<file path="src/rtl/usb_ls_rx_pkg.sv">
package usb_ls_rx_pkg;
  localparam int BYTE_W    = 8;
  localparam int STUFF_RUN = 6;

  typedef enum logic [1:0] {
    ST_IDLE,
    ST_SYNC,
    ST_DATA
  } rx_state_t;

  // line pair packed as {dp, dm}
  localparam logic [1:0] LINE_J   = 2'b01;
  localparam logic [1:0] LINE_K   = 2'b10;
  localparam logic [1:0] LINE_SE0 = 2'b00;
endpackage

</file>
<file path="src/rtl/usb_ls_rx_sync.sv">
module usb_ls_rx_sync #(
  parameter int W = 2,
  parameter int STAGES = 2,
  parameter logic [W-1:0] RST_VAL = '0
) (
  input  logic         clk,
  input  logic         rst,
  input  logic [W-1:0] d,
  output logic [W-1:0] q
);
  logic [W-1:0] stg [STAGES];

  for (genvar g = 0; g < STAGES; g++) begin : g_stage
    always_ff @(posedge clk) begin
      if (rst) stg[g] <= RST_VAL;
      else if (g == 0) stg[g] <= d;
      else stg[g] <= stg[(g == 0) ? 0 : g-1];
    end
  end

  assign q = stg[STAGES-1];
endmodule

</file>
<file path="src/rtl/usb_ls_rx_phase.sv">
module usb_ls_rx_phase
  import usb_ls_rx_pkg::*;
#(
  parameter int CLKS_PER_BIT = 10,
  localparam int CW = $clog2(CLKS_PER_BIT),
  localparam int HALF = CLKS_PER_BIT / 2
) (
  input  logic       clk,
  input  logic       rst,
  input  logic [1:0] line,
  output logic       strobe,
  output logic [1:0] smp,
  output logic       jk_edge
);
  logic [1:0]    line_q;
  logic [CW-1:0] cnt;
  logic          changed;

  assign changed = (line != line_q);

  always_ff @(posedge clk) begin
    if (rst) begin
      line_q  <= LINE_J;
      cnt     <= '0;
      strobe  <= 1'b0;
      smp     <= LINE_J;
      jk_edge <= 1'b0;
    end else begin
      line_q  <= line;
      jk_edge <= (line_q == LINE_J) && (line == LINE_K);
      // re-centre on every transition, otherwise free-run one bit period
      if (changed || cnt == CW'(CLKS_PER_BIT - 1)) cnt <= '0;
      else cnt <= cnt + CW'(1);
      strobe <= !changed && (cnt == CW'(HALF - 1));
      smp    <= line;
    end
  end
endmodule

</file>
<file path="src/rtl/usb_ls_rx.sv">
module usb_ls_rx
  import usb_ls_rx_pkg::*;
#(
  parameter int CLKS_PER_BIT = 10,
  parameter int BUF_DEPTH = 8,
  parameter int SYNC_LIMIT = 16,
  localparam int AW = $clog2(BUF_DEPTH),
  localparam int LW = $clog2(BUF_DEPTH + 1)
) (
  input  logic          clk,
  input  logic          rst,
  input  logic          dp_i,
  input  logic          dm_i,
  output logic          wr_en_o,
  output logic [AW-1:0] wr_addr_o,
  output logic [7:0]    wr_data_o,
  output logic          pkt_done_o,
  output logic [LW-1:0] pkt_len_o,
  output logic          err_ovf_o,
  output logic          err_sync_o
);
  localparam int HW = $clog2(SYNC_LIMIT + 1);

  logic [1:0] line_s, smp;
  logic       strobe, jk_edge;

  usb_ls_rx_sync #(.W(2), .STAGES(2), .RST_VAL(LINE_J)) u_sync (
    .clk(clk), .rst(rst), .d({dp_i, dm_i}), .q(line_s)
  );

  usb_ls_rx_phase #(.CLKS_PER_BIT(CLKS_PER_BIT)) u_phase (
    .clk(clk), .rst(rst), .line(line_s),
    .strobe(strobe), .smp(smp), .jk_edge(jk_edge)
  );

  rx_state_t         state;
  logic [HW-1:0]     hunt;
  logic              prev_k;
  logic              prev_dm;
  logic [2:0]        run;
  logic [2:0]        bitpos;
  logic [BYTE_W-1:0] shreg, sh_next;
  logic [LW-1:0]     count;
  logic              nrzi_bit, is_k, is_se0;

  always_comb begin
    is_k     = (smp == LINE_K);
    is_se0   = (smp == LINE_SE0);
    nrzi_bit = (smp[0] == prev_dm);
    sh_next  = {nrzi_bit, shreg[BYTE_W-1:1]};
  end

  always_ff @(posedge clk) begin
    if (rst) begin
      state      <= ST_IDLE;
      hunt       <= '0;
      prev_k     <= 1'b0;
      prev_dm    <= 1'b1;
      run        <= '0;
      bitpos     <= '0;
      shreg      <= '0;
      count      <= '0;
      wr_en_o    <= 1'b0;
      wr_addr_o  <= '0;
      wr_data_o  <= '0;
      pkt_done_o <= 1'b0;
      pkt_len_o  <= '0;
      err_ovf_o  <= 1'b0;
      err_sync_o <= 1'b0;
    end else begin
      wr_en_o    <= 1'b0;
      pkt_done_o <= 1'b0;
      err_ovf_o  <= 1'b0;
      err_sync_o <= 1'b0;
      unique case (state)
        ST_IDLE: begin
          if (jk_edge) begin
            state  <= ST_SYNC;
            hunt   <= '0;
            prev_k <= 1'b0;
          end
        end
        ST_SYNC: begin
          if (strobe) begin
            if (is_k && prev_k) begin
              state   <= ST_DATA;
              prev_dm <= 1'b0;
              run     <= 3'd1;      // final sync bit is a 1
              bitpos  <= '0;
              count   <= '0;
            end else begin
              prev_k <= is_k;
              if (hunt == HW'(SYNC_LIMIT - 1)) begin
                err_sync_o <= 1'b1;
                state      <= ST_IDLE;
              end else begin
                hunt <= hunt + HW'(1);
              end
            end
          end
        end
        ST_DATA: begin
          if (strobe) begin
            if (is_se0 && bitpos != 3'd0) begin
              pkt_done_o <= 1'b1;
              pkt_len_o  <= count;
              state      <= ST_IDLE;
            end else begin
              prev_dm <= smp[0];
              if (run == 3'(STUFF_RUN)) begin
                run <= '0;                // stuffed bit dropped
              end else begin
                run    <= nrzi_bit ? run + 3'd1 : 3'd0;
                shreg  <= sh_next;
                bitpos <= bitpos + 3'd1;
                if (bitpos == 3'd7) begin
                  if (count == LW'(BUF_DEPTH)) begin
                    err_ovf_o <= 1'b1;
                    state     <= ST_IDLE;
                  end else begin
                    wr_en_o   <= 1'b1;
                    wr_data_o <= sh_next;
                    wr_addr_o <= count[AW-1:0];
                    count     <= count + LW'(1);
                  end
                end
              end
            end
          end
        end
        default: state <= ST_IDLE;
      endcase
    end
  end
endmodule

</file>
<file path="config.mk">
export PLATFORM = sky130hd
export DESIGN_NAME = usb_ls_rx
export DESIGN_NICKNAME = d
export VERILOG_FILES = /design/src/rtl/usb_ls_rx_pkg.sv /design/src/rtl/usb_ls_rx_sync.sv /design/src/rtl/usb_ls_rx_phase.sv /design/src/rtl/usb_ls_rx.sv
export SDC_FILE = /design/constraint.sdc
export NUM_CORES = 1
export LEC_CHECK = 0
export BUFFER_PORTS_ARGS = -buffer_cell sky130_fd_sc_hd__clkbuf_2
export CAP_MARGIN = 20
export CORE_MARGIN = 3
export CORE_UTILIZATION = 50
export CTS_CLUSTER_SIZE = 16
export DETAILED_ROUTE_END_ITERATION = 7
export PLACE_DENSITY_LB_ADDON = 0.2
export SETUP_SLACK_MARGIN = 0.2
export SLEW_MARGIN = 20
export SYNTH_ARGS = -nofsm -noshare
export SYNTH_HDL_FRONTEND = slang
export SYNTH_SLANG_ARGS = --single-unit
</file>
<file path="constraint.sdc">
create_clock -name clk -period 4.2 [get_ports clk]
set_clock_uncertainty 0.05 [all_clocks]
set_input_delay 0.21 -clock clk [delete_from_list [all_inputs] [get_ports clk]]
set_output_delay 0.21 -clock clk [all_outputs]
set_load 0.01 [all_outputs]
</file>
* Word level (Yosys, flattened, before mapping)
Memory sizes are Yosys's and may differ from the RTL's.
Cells that the tools add are included.
** Cells by class
- Bitwise gates (word level) :: 9
- Reductions and logical operators :: 24
- Add/sub/neg operators :: 5
- Multiplexer cells :: 54
- Equality and inequality tests :: 27
** Operator list (number)
- 2-to-1 mux 3 bit :: 11
- 2-to-1 mux 4 bit :: 7
- 2-to-1 mux 2 bit :: 11
- 2-to-1 mux 5 bit :: 4
- 2-to-1 mux 1 bit :: 14
- != test 2 bit, second input constant :: 7
- != test 3 bit, second input constant :: 4
- case mux 3 bit (2 select lines) :: 2
- AND reduction 6 bit :: 2
- case mux 5 bit (2 select lines) :: 1
- AND reduction 5 bit :: 2
- adder 4 x 1 -> 4 bit, second input constant :: 2
- equality test 4 bit, second input constant :: 2
- case mux 4 bit (2 select lines) :: 1
- AND reduction 4 bit :: 2
- AND reduction 8 bit :: 1
- NOT 1 bit :: 7
- AND reduction 7 bit :: 1
- adder 3 x 1 -> 3 bit, second input constant :: 2
- equality test 2 bit, second input constant :: 3
- equality test 3 bit, second input constant :: 2
- != test 2 x 1 -> 1 bit, second input constant :: 3
- case mux 2 bit (3 select lines) :: 1
- OR reduction 6 bit :: 1
- 18 further kinds :: 26
** Word-level totals
- Memories kept :: 1
- Output and inout bits :: 19
- Input bits :: 4
- Register bits after elaboration :: 54
- Word-level logic and storage cells :: 139
- RAM bits :: 4
** Memory list
- u_sync.stg :: words 2, width 2, rd ports 2, clocked after memory_dff 0, wr ports 2, RTL line usb_ls_rx_sync.sv:11 : logic [W-1:0] stg [STAGES];

* Longest topological paths before layout
Gate-level depths: netlist (run 1).
- Word-level depth :: 7
- Mapped depth :: 8
- Gate-level depth less buffers :: 7

* Cells and area by module
A second synthesis (run 1) with hierarchy kept.
** Second synthesis, totals
- Cells, all modules :: 288
- Area total of the unflattened synthesis :: 2615.0 µm²
** Modules (own cells, without submodules)
- usb_ls_rx :: cells an instance 246, seq. area each 900.9 µm², area an instance 2163.3 µm², times used 1
- usb_ls_rx_phase :: cells an instance 34, seq. area each 160.2 µm², area an instance 346.6 µm², times used 1
- usb_ls_rx_sync :: cells an instance 8, seq. area each 80.1 µm², area an instance 105.1 µm², times used 1

* Worst setup path after synthesis (run 1)
Ideal clock, no wire load.
- Path kind :: flip-flop to flip-flop
- Start :: reg, netlist name hunt[0]
- End :: reg count[1]
- Setup slack :: 2.250 ns
- Data required time :: 4.080 ns
- Arrival time :: 1.830 ns
- Period minus slack after synthesis :: 1.950 ns
- Cell stages (with the launch flop) :: 8
- Library setup time :: 0.070 ns
- Path buffers :: 0
- Cells stage by stage :: dfxtp_1 ha_1 and3_1 ha_1 o32a_4 o311a_4 or3_1 a21oi_1
** RTL lines
- to (signal assigned) :: RTL line usb_ls_rx.sv:124 : count <= count + LW'(1);
- to (decl) :: RTL line usb_ls_rx.sv:43 : logic [LW-1:0] count;

* Final worst setup path (run 1)
- Start :: reg bitpos[0]
- End :: reg count[1]
** Between the ends
- Cells in the longest elaborated chain, start to end :: 4
- Elaborated cells on any way between the ends :: 6
- Classes of those cells :: eq/ne: 3; reduce/logical: 3
** RTL lines
- from (decl) :: RTL line usb_ls_rx.sv:41 : logic [2:0] bitpos;
- from (signal assigned) :: RTL line usb_ls_rx.sv:115 : bitpos <= bitpos + 3'd1;
- nonzero test 3 bit :: RTL line usb_ls_rx.sv:104 : if (is_se0 && bitpos != 3'd0) begin
- logical AND 1 bit :: RTL line usb_ls_rx.sv:104
- != test 2 bit (no line)
- AND reduction 8 bit (no line) (*)
Every way passes the cells marked *; elsewhere a longest branch is shown, timed or not.
A chain may end at the register's enable or synchronous reset.

==> impl_metrics.ini, run 1 <==
[logic_synthesis]
ys.flop_type = dfxtp_1
synth.distinct_cells = 46
syn_avg_cell_area_um2 = 9.32
seq_area_frac_synth_pct = 46.2
mappedNetlistNets = 281
netlist_area_um2 = 2470
synth_edf_count = 0
async_reset_ff_share_pct = 0
synthMostInstantiatedCell = dfxtp_1
synth_top_area_share_pct = 46.2
synthTopCellsByCount = 57 x dfxtp_1, 30 x nor2_1, 26 x nand2_1
yosys_warnings = 0
synth_top_area_cell = dfxtp_1
synthTopCellsByArea = dfxtp_1 46%, mux2i_1 6.5%, ha_1 6.1%
ys_ff_latch = 57
syn_inst = 265

[drt]
routed_wl_um = 4440
drc_errors = 0
drt_iter0_markers = 84
vias = 1861
wl_per_cell_um = 12.4
viasPerCell = 5.21
dr.pass1.iters = 4
antenna_left = 0

[clock_network]
cts_tree = built
ctsLongestPathBuffers = 2
clock_tree.root_cell = clkbuf_8
numClockSinks = 57
htree_levels = 3
path_clk_slew_ps = 60
clock_latency_ps = 340
cts_resized = 0
cts_buffers = 9

[cells_and_area]
syn2layout_area_growth_pct = 13.9
drive_gt1_share_pct = 16.8
layout.nets = 304
fin_area_um2 = 2810
n_fill_cell = 406
n_antenna_cell = 0
final_cells = 357
utilization_pct = 61.7

[sta]
worst_pin_slew_ps = 1050
finalHoldViolCount = 0
fin_crit_ps = 2520
relSlewSlack_pct = 30.2
hold_slack_ps = 45.4
fin_tns_setup_ps = 0
min_period_over_period_pct = 60.0
fmax_mhz = 397
finalMaxSlewViolations = 0
rsz0062_at_grt = false
setup_violations = 0

[power_and_ir_drop]
p_per_area_nw_per_um2 = 384
power_leakage_nw = 1.11
ir_worst_vdd_v = 0.000311

[setup_path]
end_kind = register
cp_max_fo = 14
cpPeakStageDelay_ps = 850
worstPathArrival_ps = 2720
cp.required_ps = 4400
critPathLaunchType = register
crit_type = reg2reg
r2r_slack_ps = 1680
cp_slowest_cell = o311ai_2
path_cells = inv_1, ha_1, nor2b_1, o311ai_2, nor2_4, or3_1, a21oi_1

[placed_design]
placed_cells = 341
placedInstanceArea_um2 = 2610
dp_hpwl_um = 3040
gp_congestion = 0.779
port_buffers = 22

[min_path]
hold_path_class = in2reg

[floorplanning]
die_w_um = 76.3
core_area_um2 = 4560
num_rows = 24
start_util_pct = 54.1
design.portCount = 23
die_area_um2 = 5820
die_h_um = 76.3

[global_route]
grt.overflow.total = 0
first_global_vias = 1706
grt_usage_pct = 16.4
grt_antenna_before_repair = 0
grt_max_degree = 55
grt_pass1_wl_um = 7690

[status]
status = finished clean

[run]
maxCapViolCount = 0
[placed cells by master, fill, tap and decap left out, types with 3 or more instances in the layout]
cell type	n
and3b_1	3
nor3_1	5
clkbuf_2	22
nor2b_1	8
or3_1	4
xor2_1	3
o21ai_0	7
mux2i_1	16
a21oi_1	20
clkbuf_8	11
a31oi_1	3
nor2_1	30
nand3_1	6
ha_1	12
o31ai_1	4
or2_2	3
nand2_1	26
inv_1	10
dfxtp_1	57
nor3b_1	3
[flip-flops by register name, indices dropped and copies added, names as in the netlist, 2 cells and up]
signal and count:
wr_data_o 8, shreg 7, hunt 5, count 4
pkt_len_o 4, u_phase.cnt 4, u_sync.stg 4, bitpos 3
run 3, wr_addr_o 3, state 2, u_phase.line_q 2
[worst max-delay path: cells and delay by family, from the launching register on]
| kind | cells | cell delay, ps |
|---|---|---|
| compound gates | 2 | 960 |
| fa+ha+maj | 1 | 190 |
| buf+inv | 1 | 60 |
| flops | 1 | 350 |
| simple gates | 3 | 820 |
[final timing paths]
kind,startpoint,end,depth (start not counted)
max,bitpos[0],count[1],7
min,dp_i,u_sync.stg[0][1],2
max reg2reg,bitpos[0],count[1],7
min reg2reg,u_sync.stg[0][0],u_sync.stg[1][0],1
[routing by layer]
metal  GRT usage (%)  vias to the layer above  part of all wire, %
li1                -                      970                    -
met1            20.8                      851                   49
met2            24.9                       30                   45
met3            7.09                       10                  4.1
met4            5.43                        0                  2.2
met5               0                        -                    0
[report_power, final]
part	internal, mW	total (mW)	switching (mW)
clock	0.301	0.505	0.204
combinational	0.00907	0.0235	0.0145
sequential	0.546	0.552	0.00598
total	0.856	1.08	0.225
[kinds of logic (layout without fill, tap and decap cells)]
family                   Yosys count  in the layout  synth area share (%)
AND/OR/NAND/NOR                  107            107                  22.3
adder cells (fa/ha/maj)           12             12                  6.08
multiplexers                      17             17                  6.94
flip-flops                        57             57                  46.2
buffers and inverters             21             48                  3.70
AO/OA/AOI/OAI                     46             46                  13.1
XOR/XNOR                           5              5                  1.77
[cell type report]
cell class / count / area (µm²) / share of cell area (%)
tap: 65 / 81.3 / 2.89
sequential: 57 / 1140 / 40.6
multi-input combinational: 187 / 1240 / 44.0
clock buffer: 12 / 155 / 5.51
inverter: 10 / 37.5 / 1.33
timing repair buffer: 23 / 120 / 4.27
clock inverter: 3 / 40.0 / 1.42
[stage by stage]
| stage | power, mW | setup WS [ps] |
|---|---|---|
| 5_1_grt | 1.12 | 1440 |
| 3_5_place_dp | 0.588 | 1660 |
| 6_report | 1.08 | 1680 |
| 3_3_place_gp | 0.586 | 1700 |
| 2_1_floorplan | 0.582 | 2250 |
| 4_1_cts | 1.09 | 1640 |
[timing repair]
item                                   CTS  global route
setup buffers                            0             0
setup endpoints to repair                0             0
hold buffers                             1             0
endpoints found under the hold margin    1             0
(Power assumes the default switching activity.)
==> run 2, diff against run 1 <==
==> constraint.sdc (replaced) <==
create_clock -name clk -period 2.3 [get_ports clk]
set_clock_uncertainty 0.05 [all_clocks]
set_input_delay 0.115 -clock clk [delete_from_list [all_inputs] [get_ports clk]]
set_output_delay 0.115 -clock clk [all_outputs]
set_load 0.01 [all_outputs]
==> impl_metrics.ini, run 2 (synthesis gave the netlist of run 1 again) <==
[setup_path]
end_kind = register
worstPathArrival_ps = 2210
cp_max_fo = 6
crit_type = reg2reg
cpPeakStageDelay_ps = 390
path_cells = ha_2, and3_1, ha_2, o32a_4, o311a_4, or3_4, a21oi_2
crit_top_cell = ha_2
critPathLaunchType = register
cp_slowest_cell = o32a_4
cp.required_ps = 2520

[cells_and_area]
n_antenna_cell = 0
layout.nets = 312
drive_gt1_share_pct = 21.3
syn2layout_area_growth_pct = 20.7
reg_top3 = wr_data_o x8, shreg x7, hunt x5
final_cell_mix = 57 x dfxtp_1, 30 x nor2_1, 26 x nand2_1
seqCellArea_um2 = 1140
regMostFlops = wr_data_o
largest_reg_flops = 8
layout_commonest_cell = dfxtp_1
multi_input_area_um2 = 1270
n_fill_cell = 402

[clock_network]
htree_levels = 3
ctsLongestPathBuffers = 2
clock_latency_ps = 330
numClockSinks = 57
path_clk_slew_ps = 70
cts_buffers = 9
cts_tree = built
clock_tree.root_cell = clkbuf_8

[global_route]
grt_max_degree = 33
grt_pass1_wl_um = 8290
grt_antenna_before_repair = 0
grt_usage_pct = 17.7
grt.overflow.total = 0
first_global_vias = 1836

[sta]
relSlewSlack_pct = 60.5
setup_ws_ps = 305
finalMaxSlewViolations = 0
finalHoldViolCount = 0
worst_pin_slew_ps = 593
rsz0062_at_grt = false
fmax_mhz = 501
min_period_over_period_pct = 86.7
setup_violations = 0
fin_tns_setup_ps = 0
fin_crit_ps = 1990

[power_and_ir_drop]
power_leakage_nw = 1.17
pwr-share-seq_pct = 45.3
pwr-share-clk_pct = 52.7
p_int_mw = 1.80
switching_share_pct = 19.3
p_per_area_nw_per_um2 = 747
power_frac_comb_pct = 2.0
switchingPower_mw = 0.431
ir_worst_vdd_v = 0.000726

[drt]
drc_errors = 0
antenna_left = 0
routed_wl_um = 4660
drt_iter0_markers = 127
dr.pass1.iters = 4
wl_per_cell_um = 12.7
vias = 1914
viasPerCell = 5.23

[floorplanning]
design.portCount = 23
start_util_pct = 54.1
core_area_um2 = 4560
die_w_um = 76.3
die_h_um = 76.3
die_area_um2 = 5820
num_rows = 24

[placed_design]
dp_hpwl_um = 3050
place_ws_ps = 227
port_buffers = 22
gp_congestion = 0.829

[run]
maxCapViolCount = 0

[status]
status = finished clean

[min_path]
hold_path_class = in2reg
## run 2: changes by cell type in the layout (fill, tap and decap cells not counted), sizes merged
cell / previous run / this run
buf: 0 / 7
bufinv: 1 / 3
clkinv: 2 / 1
dlygate4sd3: 1 / 2
## run 2: final timing paths
kind	startpoint	end	slack, ps	depth (start not counted)
setup / recovery	hunt[0]	count[1]	310	7
hold / removal	rst	pkt_len_o[0]	310	2
setup reg to reg	hunt[0]	count[1]	310	7
hold reg to reg	u_sync.stg[0][0]	u_sync.stg[1][0]	360	1
## run 2: power by group through the flow
stage / Combinational, mW / Sequential [mW] / Clock (mW)
after detailed placement: 0.0430 / 1.03 / 0
after floorplan: 0.0358 / 1.03 / 0
after global routing: 0.0533 / 1.01 / 1.24
after CTS: 0.0459 / 1.01 / 1.20
final: 0.0456 / 1.01 / 1.17
after global placement: 0.0422 / 1.03 / 0
## run 2: timing repair
action,in CTS,in global routing
gates resized for setup,0,8
setup endpoints to repair,0,9
endpoints found under the hold margin,2,0
setup buffers,0,0
hold buffers,2,0
## run 2: layout make-up
type,count,area share (%)
Multi-Input combinational cell,187,42.7
Inverter,10,1.26
Tap cell,65,2.73
Timing Repair Buffer,31,6.55
Clock inverter,4,3.32
Sequential cell,57,38.3
Clock buffer,12,5.20
## run 2: per-stage QoR
stage	area, µm²	hold slack (ps)	power (mW)	util [%]	std cells
after floorplan	2470	169	1.06	-	265
after global placement	2670	250	1.07	58.6	348
after detailed placement	2670	252	1.07	58.6	348
after CTS	2950	300	2.25	64.6	366
after global routing	2980	349	2.31	65.3	366
final	2980	310	2.23	65.3	366
## run 2: critical path, delay by kind of cell, from the launching register on
family / cells / cell delay [ps]
flip-flops: 1 / 330
AND/OR/NAND/NOR: 2 / 520
adder cells (fa/ha/maj): 2 / 390
AO/OA/AOI/OAI: 3 / 650
## run 2: layer usage
metal	vias to the layer above	track usage [%]	wire (µm)
li1	986	-	-
met3	6	6.86	161
met4	0	8.88	69
met5	-	0	0
met1	889	22.1	2290
met2	33	26.5	2140
